`src/rtl/fifo_bist_pkg.sv`:
```
package fifo_bist_pkg;
  localparam int SIG_W = 16;
  localparam int DSEL_W = 3;
  localparam logic [SIG_W-1:0] CRC_POLY = 16'h1021;
  localparam logic [SIG_W-1:0] CRC_SEED = 16'hFFFF;

  typedef struct packed {
    logic seed;
    logic step;
    logic wr;
    logic rd;
    logic endDepth;
    logic load;
    logic [DSEL_W-1:0] depthSel;
  } bistCtlT;

  typedef enum logic [1:0] {
    MODE_FILL_DRAIN = 2'd0,
    MODE_PINGPONG   = 2'd1,
    MODE_OVERRUN    = 2'd2,
    MODE_WRAP       = 2'd3
  } bistModeT;

  function automatic logic [SIG_W-1:0] crcAbsorb(input logic [SIG_W-1:0] cur,
                                                 input logic [SIG_W-1:0] word);
    logic [SIG_W-1:0] acc;
    logic fb;
    acc = cur;
    for (int i = SIG_W - 1; i >= 0; i--) begin
      fb = acc[SIG_W-1] ^ word[i];
      acc = {acc[SIG_W-2:0], 1'b0};
      if (fb) acc = acc ^ CRC_POLY;
    end
    return acc;
  endfunction
endpackage

```
`src/rtl/fifo_bist_ctrl.sv`:
```
module fifo_bist_ctrl
  import fifo_bist_pkg::*;
#(
  parameter int MIN_LOG    = 7,
  parameter int NUM_DEPTHS = 6
) (
  input  logic    clk,
  input  logic    rstN,
  input  logic    shiftEn,
  input  logic    updateEn,
  input  logic    serIn,
  output logic    busy,
  output bistCtlT ctl
);
  localparam int MAX_LOG = MIN_LOG + NUM_DEPTHS - 1;
  localparam int CNT_W   = MAX_LOG + 2;

  typedef enum logic [1:0] {ST_IDLE, ST_RUN, ST_LOAD} stateT;

  stateT              state;
  logic [2:0]         ctlWord;
  bistModeT           mode;
  logic [DSEL_W-1:0]  depthIdx;
  logic [CNT_W-1:0]   stepCnt;
  logic [CNT_W-1:0]   depthVal;
  logic [CNT_W-1:0]   lenVal;
  logic               isWrite;
  logic               lastStep;
  logic               lastDepth;
  logic               startReq;

  always_comb begin
    depthVal = CNT_W'(1) << (MIN_LOG + int'(depthIdx));
    unique case (mode)
      MODE_FILL_DRAIN: begin
        lenVal  = depthVal << 1;
        isWrite = stepCnt < depthVal;
      end
      MODE_PINGPONG: begin
        lenVal  = depthVal << 1;
        isWrite = !stepCnt[0];
      end
      MODE_OVERRUN: begin
        lenVal  = (depthVal << 1) + CNT_W'(2);
        isWrite = stepCnt <= depthVal;
      end
      default: begin
        lenVal = (depthVal << 1) + depthVal;
        if (stepCnt < (depthVal >> 1)) isWrite = 1'b1;
        else if (stepCnt >= (depthVal << 1) + (depthVal >> 1)) isWrite = 1'b0;
        else isWrite = !stepCnt[0];
      end
    endcase
  end

  assign lastStep  = stepCnt == lenVal - CNT_W'(1);
  assign lastDepth = depthIdx == DSEL_W'(NUM_DEPTHS - 1);
  assign startReq  = (state == ST_IDLE) && updateEn && ctlWord[2];
  assign busy      = state != ST_IDLE;

  always_comb begin
    ctl.seed     = startReq;
    ctl.step     = state == ST_RUN;
    ctl.wr       = (state == ST_RUN) && isWrite;
    ctl.rd       = (state == ST_RUN) && !isWrite;
    ctl.endDepth = (state == ST_RUN) && lastStep;
    ctl.load     = state == ST_LOAD;
    ctl.depthSel = depthIdx;
  end

  always_ff @(posedge clk or negedge rstN) begin
    if (!rstN) begin
      state    <= ST_IDLE;
      ctlWord  <= '0;
      mode     <= MODE_FILL_DRAIN;
      depthIdx <= '0;
      stepCnt  <= '0;
    end else begin
      unique case (state)
        ST_IDLE: begin
          if (shiftEn) ctlWord <= {serIn, ctlWord[2:1]};
          if (startReq) begin
            mode     <= bistModeT'(ctlWord[1:0]);
            depthIdx <= '0;
            stepCnt  <= '0;
            state    <= ST_RUN;
          end
        end
        ST_RUN: begin
          if (lastStep) begin
            stepCnt <= '0;
            if (lastDepth) state <= ST_LOAD;
            else depthIdx <= depthIdx + DSEL_W'(1);
          end else begin
            stepCnt <= stepCnt + CNT_W'(1);
          end
        end
        default: state <= ST_IDLE;
      endcase
    end
  end
endmodule

```
`src/rtl/fifo_bist_lane.sv`:
```
module fifo_bist_lane
  import fifo_bist_pkg::*;
#(
  parameter int MIN_LOG    = 7,
  parameter int NUM_DEPTHS = 6
) (
  input  logic    clk,
  input  logic    rstN,
  input  bistCtlT ctl,
  input  logic    shiftGo,
  input  logic    chainIn,
  output logic    chainOut
);
  localparam int MAX_LOG = MIN_LOG + NUM_DEPTHS - 1;
  localparam int ADDR_W  = MAX_LOG;
  localparam int OCC_W   = MAX_LOG + 1;
  localparam int RES_W   = 3 * SIG_W;

  logic [ADDR_W-1:0] wrPtr, rdPtr, addrMask;
  logic [OCC_W-1:0]  occ, occNext, depthVal;
  logic [SIG_W-1:0]  wrCrc, rdCrc, flagCrc;
  logic [SIG_W-1:0]  wrWord, rdWord, flagWord;
  logic [RES_W-1:0]  resultReg;
  logic              isFull, isEmpty, wrOk, rdOk;

  always_comb begin
    depthVal = OCC_W'(1) << (MIN_LOG + int'(ctl.depthSel));
    addrMask = ADDR_W'(depthVal - OCC_W'(1));
    isFull   = occ == depthVal;
    isEmpty  = occ == '0;
    wrOk     = ctl.wr && !isFull;
    rdOk     = ctl.rd && !isEmpty;
    occNext  = occ + OCC_W'(wrOk) - OCC_W'(rdOk);
    wrWord   = SIG_W'({wrOk, wrPtr});
    rdWord   = SIG_W'({rdOk, rdPtr});
    flagWord = SIG_W'({occNext == depthVal, occNext == '0});
  end

  always_ff @(posedge clk or negedge rstN) begin
    if (!rstN) begin
      wrPtr   <= '0;
      rdPtr   <= '0;
      occ     <= '0;
      wrCrc   <= '0;
      rdCrc   <= '0;
      flagCrc <= '0;
    end else if (ctl.seed) begin
      wrPtr   <= '0;
      rdPtr   <= '0;
      occ     <= '0;
      wrCrc   <= CRC_SEED;
      rdCrc   <= CRC_SEED;
      flagCrc <= CRC_SEED;
    end else if (ctl.step) begin
      wrCrc   <= crcAbsorb(wrCrc, wrWord);
      rdCrc   <= crcAbsorb(rdCrc, rdWord);
      flagCrc <= crcAbsorb(flagCrc, flagWord);
      if (ctl.endDepth) begin
        wrPtr <= '0;
        rdPtr <= '0;
        occ   <= '0;
      end else begin
        if (wrOk) wrPtr <= (wrPtr + ADDR_W'(1)) & addrMask;
        if (rdOk) rdPtr <= (rdPtr + ADDR_W'(1)) & addrMask;
        occ <= occNext;
      end
    end
  end

  always_ff @(posedge clk or negedge rstN) begin
    if (!rstN) resultReg <= '0;
    else if (ctl.load) resultReg <= {flagCrc, rdCrc, wrCrc};
    else if (shiftGo) resultReg <= {chainIn, resultReg[RES_W-1:1]};
  end

  assign chainOut = resultReg[0];
endmodule

```
`src/rtl/fifo_addr_bist.sv`:
```
module fifo_addr_bist
  import fifo_bist_pkg::*;
#(
  parameter int NUM_LANES  = 2,
  parameter int MIN_LOG    = 7,
  parameter int NUM_DEPTHS = 6
) (
  input  logic clk,
  input  logic rstN,
  input  logic shiftEn,
  input  logic updateEn,
  input  logic serIn,
  output logic serOut,
  output logic busy
);
  bistCtlT ctl;
  logic [NUM_LANES:0] chain;
  logic shiftGo;

  fifo_bist_ctrl #(.MIN_LOG(MIN_LOG), .NUM_DEPTHS(NUM_DEPTHS)) u_ctrl (
    .clk(clk), .rstN(rstN), .shiftEn(shiftEn), .updateEn(updateEn),
    .serIn(serIn), .busy(busy), .ctl(ctl)
  );

  assign shiftGo = shiftEn && !busy;
  assign chain[NUM_LANES] = 1'b0;

  for (genvar g = 0; g < NUM_LANES; g++) begin : g_lane
    fifo_bist_lane #(.MIN_LOG(MIN_LOG), .NUM_DEPTHS(NUM_DEPTHS)) u_lane (
      .clk(clk), .rstN(rstN), .ctl(ctl), .shiftGo(shiftGo),
      .chainIn(chain[g+1]), .chainOut(chain[g])
    );
  end

  assign serOut = chain[0];
endmodule

```
`config.mk`:
```
export PLATFORM = sky130hd
export DESIGN_NAME = fifo_addr_bist
export DESIGN_NICKNAME = d
export VERILOG_FILES = /design/src/rtl/fifo_bist_pkg.sv /design/src/rtl/fifo_bist_ctrl.sv /design/src/rtl/fifo_bist_lane.sv /design/src/rtl/fifo_addr_bist.sv
export SDC_FILE = /design/constraint.sdc
export NUM_CORES = 1
export LEC_CHECK = 0
export ABC_AREA = 1
export ABC_CLOCK_PERIOD_IN_PS = 20700
export BUFFER_PORTS_ARGS = -buffer_cell sky130_fd_sc_hd__buf_2
export CAP_MARGIN = 20
export CORE_MARGIN = 4
export CORE_UTILIZATION = 25
export DETAILED_ROUTE_END_ITERATION = 12
export SYNTH_ARGS = -nofsm -noshare
export SYNTH_HDL_FRONTEND = slang
export SYNTH_SLANG_ARGS = --single-unit
```
`constraint.sdc`:
```
create_clock -name clk -period 20.7 [get_ports clk]
set_input_delay 4.14 -clock clk [delete_from_list [all_inputs] [get_ports clk]]
set_output_delay 4.14 -clock clk [all_outputs]
set_load 0.03 [all_outputs]
```
==> impl_metrics.toml, run 1 <==
[outcome]
status = "complete, no violations"

[place]
hpwl_um = 40700
portBuffers = 6
gp_congestion = 0.912
dp.cells = 3689

[setup_path]
critical_path.top_delay_family = "simple AND/OR/NAND/NOR gates"
criticalPathCategory = "flop to flop"
cp-end-kind = "flop"
slowest_delay_ns = 0.53
critPathSlowestCell = "nor2_2"
crit_fanout = 18
crit_top_cell = "nand2_1"
arrival_ns = 8.81
cp_num_buf_inv = 9
critPathLaunchType = "flop"
cp.required_ns = 21.14

[synthesis]
synth_compound_area_frac = 0.144
synthMuxAreaShare = 0.00102
synthAdderAreaFrac = 0.0570
synthTopCellsByArea = "dfrtp_1 (35%), nand2_1 (10%), xor2_1 (7.6%), nand3_1 (6.4%), inv_1 (5.9%)"
netlist_area_um2 = 20900
synth_seq_cells = 290
synth_top_family_by_area = "simple AND/OR/NAND/NOR gates"
yosys.area_share.simple = 0.245
synth_area_leader_cell = "dfrtp_1"
synth_top_cell_area_share = 0.347
ys_async_sr_fraction = 1.00
synthTopCellsByCount = "nand2_1 (580), inv_1 (330), dfrtp_1 (290)"
avgSynthCellArea_um2 = 7.75
synthesis.nets = 2797
ys_seq_area_frac = 0.347
ys.flop_type = "dfrtp_1"
synth_xor_area_frac = 0.117
ys_warn_count = 0
synth-edff-count = 0
synth.distinct_cells = 62
yosysMostFrequentCell = "nand2_1"
synthCells = 2698

[layout]
final_cells = 3752
area_growth_pct = 10.2
n_antenna_cell = 0
regArea_um2 = 7260
fill_cells = 8964
drive_gt1_frac = 0.0835
final_nets = 2755
multi_input_area_um2 = 11800

[cts]
clkTransAtPathRegs_ns = 0.06
clock_latency_ns = 0.55
cts_made_buffers = 35
tritoncts = "built"
post_cts_resized = 0
ctsLongestPathBuffers = 3
cts_sinks = 290
holdBufCountCts = 0
cts_setup_buffers = 0
root_buffer = "clkbuf_16"
htree_levels = 2

[global_routing]
grt_first_pass_wirelength_um = 94800
grt_max_degree = 96
grt_usage = 0.130
grt_pass1_vias = 17300
antenna_found_initial = 2
grt-ovfl-total = 0

[route]
vias_per_cell = 4.80
wl_per_cell_um = 15.6
drtIter0Drc = 1439
vias = 18000
first_pass_iters = 6
wl_um = 58400
ant_nets = 0
drc_errors = 0

[sta]
hold_ws_ns = 0.486
finalCritPeriodShare = 0.404
tightestPinTransition_ns = 1.10
setup_viol = 0
layout_min_cycle_time_ns = 8.36
skew_ns = 0.0222
hold_violations = 0
setup_tns_ns = 0
relSlewSlack = 0.266
slew_violations = 0
clock.fmax_mhz = 120
rsz0062_at_grt = "no"

[floorplan]
rows = 105
start_util = 0.253
die_h_um = 297
dieWidth_um = 297
ioPinCount = 7
core_area_um2 = 82500
dieArea_um2 = 88300

[worst_hold_path]
hold_class = "flop to flop"

[power_and_ir_drop]
p_leak_nw = 10.9
power.total_mw = 1.19
peakVddDrop_mv = 0.0511
powerDensity_nw_per_um2 = 51.8

[run]
drv_cap = 0
[worst min-delay path, cell delays in order (launching register included)]
cell and delay (ns):
dfrtp_1 0.34, nand2_1 0.05, o21ai_0 0.06
[power by group]
part | switching, mW | internal, mW
Clock | 0.259 | 0.355
Combinational | 0.0113 | 0.000819
Sequential | 0 | 0.567
[registers in the layout, summed over array words and instances, names as in the netlist, 3 cells and up]
name                     flops
u_ctrl.stepCnt              14
g_lane.u_lane.rdPtr         24
g_lane.u_lane.wrPtr         24
g_lane.u_lane.wrCrc         32
u_ctrl.ctlWord               3
u_ctrl.depthIdx              3
g_lane.u_lane.resultReg     96
g_lane.u_lane.rdCrc         32
g_lane.u_lane.flagCrc       32
g_lane.u_lane.occ           26
[cell usage in the layout, fill, tap and decap left out, drive strengths merged, types with 2 or more instances in the layout]
cell      synthesis  layout
clkbuf           79      50
fa                2       2
and3              2       2
nor4             14      14
a21o              3       3
a22oi            13      13
bufinv            0       2
xor2            182     182
nor3             33      33
clkinv           13      19
a21oi           110     110
or2              15      15
buf              25      25
a32oi             3       3
o31ai             3       3
dfrtp           290     290
o21ai           114     114
xnor2            94      94
a31oi             5       5
ha               92      92
nand3           283     283
clkinvlp          0       2
nand3b           10      10
nand4            31      31
o211ai           71      71
inv             342     345
o21a             31      31
a221oi            3       3
o22ai            84      84
nor2            130     130
nand2           596     596
and2              2       2
o21bai            6       6
nor3b             6       6
o221ai            2       2
[metal layers]
metal / part of all wire / wire length (um) / up-vias / GRT usage
li1: - / - / 8844 / -
met1: 0.48 / 28100 / 8673 / 0.184
met2: 0.43 / 25400 / 407 / 0.204
met3: 0.056 / 3250 / 101 / 0.0205
met4: 0.028 / 1660 / 0 / 0.0405
met5: 0 / 0 / - / 0
[worst paths after layout]
path	cells past startpoint	startpoint	endpoint	slack [ns]
max reg2reg	48	u_ctrl.depthIdx[0]	g_lane[1].u_lane.flagCrc[5]	12.34
max	48	u_ctrl.depthIdx[0]	g_lane[1].u_lane.flagCrc[5]	12.34
min reg2reg	2	u_ctrl.ctlWord[0]	u_ctrl.mode[0]	0.49
min	2	u_ctrl.ctlWord[0]	u_ctrl.mode[0]	0.49
max in group asynchronous	3	rstN	g_lane[0].u_lane.wrCrc[11]	14.87
min in group asynchronous	1	rstN	g_lane[1].u_lane.resultReg[25]	3.63
[kinds of logic (layout without fill, tap and decap cells)]
kind of cell / count (synthesis) / in the layout
buffers and inverters: 459 / 443
multiplexers: 2 / 2
adder cells (fa/ha/maj): 94 / 94
XOR/XNOR: 277 / 277
flip-flops: 290 / 290
AND/OR/NAND/NOR: 1122 / 1122
AO/OA/AOI/OAI: 454 / 454
[layout make-up]
class                   instances  share of cell area
clock buffers                  50              0.0422
multi-input cells            1949               0.513
inverters                     355              0.0582
flip-flops and latches        290               0.315
well taps                    1070              0.0581
repair buffers                 25             0.00792
clock inverters                13             0.00602
[metrics by stage]
| step | setup WS (ns) | utilization | area, um^2 |
|---|---|---|---|
| floorplan | 13.55 | - | 20900 |
| global route | 11.45 | 0.279 | 23100 |
| CTS | 12.42 | 0.279 | 23100 |
| detailed placement | 12.41 | 0.266 | 21900 |
| finish | 12.34 | 0.279 | 23100 |
| global placement | 12.57 | 0.266 | 21900 |
Note: power is estimated with default switching activity, not from simulation.
==> run 2: changes to the inputs <==
--- a/config.mk
+++ b/config.mk
@@ -6,7 +6,7 @@
 export NUM_CORES = 1
 export LEC_CHECK = 0
 export ABC_AREA = 1
-export ABC_CLOCK_PERIOD_IN_PS = 20700
+export ABC_CLOCK_PERIOD_IN_PS = 7400
 export BUFFER_PORTS_ARGS = -buffer_cell sky130_fd_sc_hd__buf_2
 export CAP_MARGIN = 20
 export CORE_MARGIN = 4
==> constraint.sdc (replaced) <==
create_clock -name clk -period 7.4 [get_ports clk]
set_input_delay 1.48 -clock clk [delete_from_list [all_inputs] [get_ports clk]]
set_output_delay 1.48 -clock clk [all_outputs]
set_load 0.03 [all_outputs]
==> impl_metrics.toml, run 2 (synthesis results as in run 1) <==
[layout]
fin_area_um2 = 23500
final_common_cell = "nand2_1"
regMostFlops = "g_lane.u_lane.resultReg"
final_nets = 2794
final_cells = 3792
area_growth_pct = 12.6
final_cell_mix = "nand2_1 (573), inv_1 (326), dfrtp_1 (290)"
largest_register_ffs = 96
fill_cells = 8965
drive_gt1_frac = 0.109

[cts]
htree_levels = 2
holdBufCountCts = 0
cts_made_buffers = 35
clkTransAtPathRegs_ns = 0.06
tritoncts = "built"
cts_sinks = 290
ctsLongestPathBuffers = 3
root_buffer = "clkbuf_16"
clock_latency_ns = 0.54

[worst_hold_path]
hold_class = "flop to flop"
holdPathEnd = "g_lane[1].u_lane.resultReg[21]"
holdPathStages = 1
hold_start = "g_lane[1].u_lane.resultReg[21]"

[place]
dp_worst_setup_slack_ns = 0.259
hpwl_um = 40500
portBuffers = 6
dp.cells = 3719
place_area_um2 = 22200
gp_congestion = 0.917

[global_routing]
grt_first_pass_wirelength_um = 94600
grt_max_degree = 114
grt_usage = 0.129
busiest_layer = "met2"
grt-ovfl-total = 0
antenna_found_initial = 2
use_met3 = 0.0219
use_met1 = 0.192
grt_pass1_vias = 17300
use_met2 = 0.192

[setup_path]
criticalPathCategory = "flop to flop"
critPathLaunchType = "flop"
cp.required_ns = 7.83
r2r_slack_ns = 0.62
crit_top_cell = "nand2_1"
cp-end-kind = "flop"
critPathSlowestCell = "dfrtp_1"
slowest_delay_ns = 0.35
crit_fanout = 5
timing.rr.start = "u_ctrl.depthIdx[1]"
ff2ff_path_depth = 52
r2r_end = "g_lane[1].u_lane.flagCrc[12]"
arrival_ns = 7.21

[route]
drtIter0Drc = 1402
ant_nets = 0
first_pass_iters = 7
vias_per_cell = 4.75
vias = 18000
wl_um = 58000
drc_errors = 0
wl_per_cell_um = 15.3

[power_and_ir_drop]
power.total_mw = 3.42
p_leak_nw = 11.2
p_comb_frac = 0.010
peakVddDrop_mv = 0.159
p_clk_frac = 0.526
p_seq_frac = 0.464
p_int_mw = 2.67
powerDensity_nw_per_um2 = 145
p_sw_frac = 0.220
switchingPower_mw = 0.751

[sta]
finalCritPeriodShare = 0.916
setup_ws_ns = 0.621
skew_ns = 0.0224
clock.fmax_mhz = 148
tightestPinTransition_ns = 1.02
slew_violations = 0
layout_min_cycle_time_ns = 6.78
setup_viol = 0
relSlewSlack = 0.319
hold_ws_ns = 0.488
hold_violations = 0

[floorplan]
dieWidth_um = 297
ioPinCount = 7
rows = 105
die_h_um = 297
dieArea_um2 = 88300
core_area_um2 = 82500
start_util = 0.253

[outcome]
status = "complete, no violations"

[run]
drv_cap = 0
==> run 2: cell types whose count changed in the layout (fill, tap and decap cells not counted), sizes merged <==
cell,delta
inv,+3
clkinv,-3
bufinv,+1
diode,+1
clkinvlp,-1
buf,+39
==> run 2: what timing repair did <==
item                                    CTS  global route
endpoints found under the hold margin     0             0
gates resized for setup                   0            29
endpoints found under the setup margin    0            12
setup buffers                             0             8
==> run 2: cell type report <==
cell class                      count  area (um^2)  area share
Inverter                          355         1340      0.0570
Multi-Input combinational cell   1949        11900       0.506
Clock buffer                       50         1030      0.0439
Timing Repair Buffer               64          488      0.0207
Clock inverter                     13          158     0.00670
Antenna cell                        1         2.50    0.000106
Sequential cell                   290         7260       0.308
Tap cell                         1070         1340      0.0569
==> run 2: through the flow <==
step / TNS (ns) / utilization
finish: 0 / 0.285
global route: -0.0139 / 0.285
CTS: 0 / 0.283
detailed placement: 0 / 0.269
global placement: 0 / 0.269
floorplan: 0 / -
==> run 2: worst max path at each step <==
stage,start,end,slack (ns),cells past startpoint
4_1_cts,u_ctrl.depthIdx[1],g_lane[1].u_lane.flagCrc[12],0.25,50
6_report,u_ctrl.depthIdx[1],g_lane[1].u_lane.flagCrc[12],0.62,52
2_1_floorplan,u_ctrl.depthIdx[0],g_lane[1].u_lane.flagCrc[5],0.25,52
3_3_place_gp,u_ctrl.depthIdx[1],g_lane[1].u_lane.flagCrc[12],0.44,51
3_5_place_dp,u_ctrl.depthIdx[1],g_lane[1].u_lane.flagCrc[12],0.26,50
5_1_grt,u_ctrl.depthIdx[1],g_lane[0].u_lane.flagCrc[6],-0.007,54
==> run 2: critical path, delay by kind of cell (launching register included) <==
family,cells,cell delay [ns]
AOI/OAI and AO/OA,10,1.60
xor gates and xnor gates,3,0.57
adders and majority gates,6,1.44
buffers and inverters,9,0.51
DFF,1,0.35
and+or+nand+nor,24,2.18
==> run 2: routing by layer <==
layer,up-vias,share of wire
met5,-,0.00012
li1,8922,-
met4,2,0.026
met3,90,0.059
met2,386,0.42
met1,8619,0.50
==> run 2: power groups by stage <==
stage                     sequential [mW]  clock [mW]  combinational [mW]
after floorplan                      1.62           0           0.0000156
after global placement               1.61           0              0.0378
after detailed placement             1.61           0              0.0378
after CTS                            1.59        1.84              0.0377
after global routing                 1.58        1.91              0.0420
final                                1.59        1.80              0.0345
